[config.mk]
export PLATFORM = sky130hd
export DESIGN_NAME = sgpio_spi_front
export DESIGN_NICKNAME = d
export VERILOG_FILES = /design/src/rtl/sgpio_fe_pkg.sv /design/src/rtl/fe_sync.sv /design/src/rtl/fe_fall_detect.sv /design/src/rtl/fe_idle_timer.sv /design/src/rtl/sgpio_spi_front.sv
export SDC_FILE = /design/constraint.sdc
export NUM_CORES = 1
export LEC_CHECK = 0
export BUFFER_PORTS_ARGS = -buffer_cell sky130_fd_sc_hd__buf_2
export CAP_MARGIN = 20
export CELL_PAD_IN_SITES_DETAIL_PLACEMENT = 0
export CELL_PAD_IN_SITES_GLOBAL_PLACEMENT = 1
export CORE_MARGIN = 3
export CORE_UTILIZATION = 40
export DETAILED_ROUTE_END_ITERATION = 10
export PLACE_DENSITY_LB_ADDON = 0.25
export SYNTH_ARGS = -nofsm -noshare
export SYNTH_HDL_FRONTEND = slang
export SYNTH_HIERARCHICAL = 1
export SYNTH_SLANG_ARGS = --single-unit
[constraint.sdc]
create_clock -name clk_i -period 2.6 [get_ports clk_i]
set_input_delay 0.52 -clock clk_i [delete_from_list [all_inputs] [get_ports clk_i]]
set_output_delay 0.52 -clock clk_i [all_outputs]
set_load 0.02 [all_outputs]
[src/rtl/sgpio_fe_pkg.sv]
package sgpio_fe_pkg;
  localparam int unsigned SYNC_STAGES = 2;
  localparam int unsigned IDLE_CNT_W  = 8;

  typedef struct packed {
    logic sclk;
    logic sload;
  } fe_ctl_t;

  localparam int unsigned FE_CTL_W = $bits(fe_ctl_t);
endpackage

[src/rtl/fe_sync.sv]
module fe_sync #(
  parameter int unsigned WIDTH  = 1,
  parameter int unsigned STAGES = 2
) (
  input  logic             clk_i,
  input  logic             rst_ni,
  input  logic [WIDTH-1:0] d_i,
  output logic [WIDTH-1:0] q_o
);
  logic [WIDTH-1:0] stage_q [STAGES];

  for (genvar s = 0; s < STAGES; s++) begin : g_stage
    always_ff @(posedge clk_i or negedge rst_ni) begin
      if (!rst_ni)     stage_q[s] <= '0;
      else if (s == 0) stage_q[s] <= d_i;
      else             stage_q[s] <= stage_q[(s == 0) ? 0 : s-1];
    end
  end

  assign q_o = stage_q[STAGES-1];
endmodule

[src/rtl/fe_fall_detect.sv]
module fe_fall_detect (
  input  logic clk_i,
  input  logic rst_ni,
  input  logic lvl_i,
  output logic fall_o
);
  logic lvl_d_q;

  always_ff @(posedge clk_i or negedge rst_ni) begin
    if (!rst_ni) lvl_d_q <= 1'b0;
    else         lvl_d_q <= lvl_i;
  end

  assign fall_o = lvl_d_q & ~lvl_i;
endmodule

[src/rtl/fe_idle_timer.sv]
module fe_idle_timer #(
  parameter int unsigned CNT_W = 8
) (
  input  logic clk_i,
  input  logic rst_ni,
  input  logic fall_i,
  output logic expire_o
);
  localparam logic [CNT_W-1:0] CNT_MAX = '1;

  logic [CNT_W-1:0] cnt_q;

  // wraps freely; only the terminal value is observed
  always_ff @(posedge clk_i or negedge rst_ni) begin
    if (!rst_ni)     cnt_q <= '0;
    else if (fall_i) cnt_q <= '0;
    else             cnt_q <= cnt_q + 1'b1;
  end

  assign expire_o = (cnt_q == CNT_MAX) & ~fall_i;


  clr_on_fall_chk: assert property (@(posedge clk_i) disable iff (!rst_ni)
    fall_i |=> !expire_o);
endmodule

[src/rtl/sgpio_spi_front.sv]
module sgpio_spi_front
  import sgpio_fe_pkg::*;
(
  input  logic clk_i,
  input  logic rst_ni,
  input  logic sclock_i,
  input  logic sload_i,
  input  logic sdataout_i,
  input  logic spi_miso_i,
  output logic spi_sck_o,
  output logic spi_mosi_o,
  output logic spi_ss_o,
  output logic sdatain_o
);
  fe_ctl_t ctl_raw, ctl_s;
  logic    sclk_fall;
  logic    idle_expire;
  logic    ss_q;
  logic    sdatain_q;

  assign spi_sck_o  = sclock_i;
  assign spi_mosi_o = sdataout_i;

  assign ctl_raw.sclk  = sclock_i;
  assign ctl_raw.sload = sload_i;

  fe_sync #(
    .WIDTH  (FE_CTL_W),
    .STAGES (SYNC_STAGES)
  ) u_sync (
    .clk_i  (clk_i),
    .rst_ni (rst_ni),
    .d_i    (ctl_raw),
    .q_o    (ctl_s)
  );

  fe_fall_detect u_fall (
    .clk_i  (clk_i),
    .rst_ni (rst_ni),
    .lvl_i  (ctl_s.sclk),
    .fall_o (sclk_fall)
  );

  fe_idle_timer #(
    .CNT_W (IDLE_CNT_W)
  ) u_idle (
    .clk_i    (clk_i),
    .rst_ni   (rst_ni),
    .fall_i   (sclk_fall),
    .expire_o (idle_expire)
  );

  // frame start sets, idle timeout clears; timer output already masks a same-cycle fall
  always_ff @(posedge clk_i or negedge rst_ni) begin
    if (!rst_ni)                      ss_q <= 1'b0;
    else if (sclk_fall && ctl_s.sload) ss_q <= 1'b1;
    else if (idle_expire)             ss_q <= 1'b0;
  end

  always_ff @(posedge clk_i or negedge rst_ni) begin
    if (!rst_ni) sdatain_q <= 1'b0;
    else         sdatain_q <= spi_miso_i;
  end

  assign spi_ss_o  = ss_q;
  assign sdatain_o = sdatain_q;


  ss_rise_src_chk: assert property (@(posedge clk_i) disable iff (!rst_ni)
    $rose(spi_ss_o) |-> $past(sclk_fall && ctl_s.sload));


  ss_timeout_chk: assert property (@(posedge clk_i) disable iff (!rst_ni)
    (spi_ss_o && idle_expire) |=> !spi_ss_o);


  ss_fall_src_chk: assert property (@(posedge clk_i) disable iff (!rst_ni)
    $fell(spi_ss_o) |-> $past(idle_expire));


  miso_reg_chk: assert property (@(posedge clk_i) disable iff (!rst_ni)
    1'b1 |=> (sdatain_o == $past(spi_miso_i)));
endmodule

==> metrics.txt <==
DRT antenna net count 0; Synth area leaders dfrtp_1 63%, buf_4 5.1%, or3_1 3.2%; area of the multi-input gates ~180 sq um; Worst setup EP type output port; Via density 4.92; Die W around 44 um; largest net degree at the start of global routing 16; RSZ-0062 raised after global routing false; DRC 0; worst slew pin tran ~0.3 ns; Pwr Total 0.000470 W; worst hold path type in2async; Area growth, synth to finish 7.82%; synth warn 6; worst path buffer plus inverter count 1; Vert. Die Dim approximately 44 um; CP delay by family, top flip-flops; CTS Buffer Depth 2; Final #Nets 64; max_slew headroom 79.3%; CTS tree built; antenna diode count 0; Resized Gates After CTS 0; first-pass GRT wire length about 1500 um; GRT Total Usage 11.2%; H-Tree Depth 1; DP Worst Slack 1.31 ns; final non-filler cell total 71; postcts setup bufs 0; outcome completed; Final Setup Violations 0; Syn Inst Count 50; Inserted Clock Buffers 3; Max Cap Violations 0; initial antenna violation count 0; Slowest cell on crit path dfrtp_1; DR pass1 iterations 3; leakage power total between 0.2 and 0.3 nW; pwr dens roughly 740 mW/mm^2; FF-to-FF setup slack 1.32 ns; leading cell type in the layout, fill and taps excluded dfrtp_1; Post-Route WL between 800 and 900 um; final-report hold violation count 0; peak per-stage delay on the critical path around 0.38 ns; Final Util 47.3%; dominant cell type by area after synthesis dfrtp_1; via count between 300 and 400; fmax approximately 750 MHz; Netlist cell types 19; cell row count 13; Mapped Area roughly 590 sq um; RD Place Congestion about 0.67; CTS Sinks 15; Placed Cells 67; critical path data arrival time 0.82 ns; fill count around 140; # IOs 10; Initial Util between 40% and 50%; port bufs 7; skew final 0.00315 ns; DR iter-0 viols 2; most frequent cells in the layout 15 x dfrtp_1, 7 x buf_2, 4 x nor2_1; Final Cycle Share between 50% and 60%; fin worst setup slack ~1.3 ns; CP max FO 2; post-synth top area share between 60% and 70%; post-synthesis sequential area ratio 63.4%; worst path required time about 2.1 ns; Mapped Avg Cell Area between 10 and 15 sq um; # hold bufs at CTS 0; Setup Crit Path Kind reg2out; FF+latch count, synth 15; Slew Limit Fails 0; Clock Latency Late Sink approximately 0.28 ns; root buffer cell clkbuf_4; Max IR drop VDD about 0.47 mV; total gr overflow 0; Core Area 0.00135 sq mm; Reg clk slew, reported paths approximately 0.09 ns; layout cells sized above 1 23.2%; Die Area between 0.0015 and 0.002 sq mm; register area between 300 and 400 sq um; critical path cell sequence buf_2; wire length per cell roughly 12 um; setup TNS 0 ns; CP startpoint kind flip-flop; Synthesized Nets 57; vias in the first global route between 300 and 400; crit path time final 1.34 ns
[metrics by stage]
| stage | hold WS (ns) | instance area (sq um) |
|---|---|---|
| 6_report | 0.121 | 638 |
| 5_1_grt | 0.124 | 638 |
| 4_1_cts | 0.130 | 638 |
| 3_5_place_dp | 0.335 | 612 |
| 3_3_place_gp | 0.333 | 612 |
| 2_1_floorplan | 0.224 | 592 |
[layout make-up]
cell class | instances | share of cell area [%]
multi-input cells | 28 | 27.5
well taps | 15 | 2.94
clock buffers | 4 | 4.12
flip-flops and latches | 15 | 58.8
inverters | 2 | 1.18
repair buffers | 7 | 5.49
[metal layers]
| metal | track usage, % | routed length [um] | up-vias |
|---|---|---|---|
| li1 | - | - | 175 |
| met1 | 14.7 | 415 | 162 |
| met2 | 14.9 | 360 | 10 |
| met3 | 7.32 | 65 | 2 |
| met4 | 3.61 | 10 | 0 |
| met5 | 0 | 0 | - |
[flip-flops by register name, summed over array words and instances, names as in the netlist]
name / count
sdatain_o: 1
u_sync/stage_q: 2
u_fall/lvl_d_q: 1
u_idle/cnt_q: 8
u_sync/q_o: 2
spi_ss_o: 1
[cells in the mapped netlist (all sizes together)]
library cell,count
xor2,2
a21oi,3
nor4,1
xnor2,1
clkbuf,1
nor2b,2
nor2,4
ha,1
nand4,1
nand2,3
o21ai,4
buf,4
nand3,3
inv,2
or3,3
dfrtp,15
[final timing paths]
path / start / end / depth (start not counted)
worst max-delay path: spi_ss_o$_DFFE_PN0P_ / spi_ss_o / 1
worst min-delay path: rst_ni / spi_ss_o$_DFFE_PN0P_ / 1
worst max register to register: u_idle/cnt_q[0]$_DFF_PN0_ / u_idle/cnt_q[6]$_DFF_PN0_ / 4
min in group clk_i: spi_miso_i / sdatain_o$_DFF_PN0_ / 1
worst min register to register: u_sync/stage_q[2]$_DFF_PN0_ / u_sync/q_o[0]$_DFF_PN0_ / 0
max in group asynchronous: rst_ni / u_idle/cnt_q[1]$_DFF_PN0_ / 1
[power breakdown]
group / total, W / switching [W] / internal [W] / leakage, nW
Sequential: 0.000286 / 0.0000261 / 0.000259 / 0.185
Clock: 0.000130 / 0.0000707 / 0.0000595 / 0.0150
Combinational: 0.0000542 / 0.0000279 / 0.0000263 / 0.0855
[cells by family after synthesis]
logic type | share of synthesized area [%]
simple gates | 16.5
compound gates | 6.55
xor+xnor | 4.44
buf+inv | 6.98
fa+ha+maj | 2.11
flops | 63.4
No activity file was read; power rests on OpenSTA's default activity.
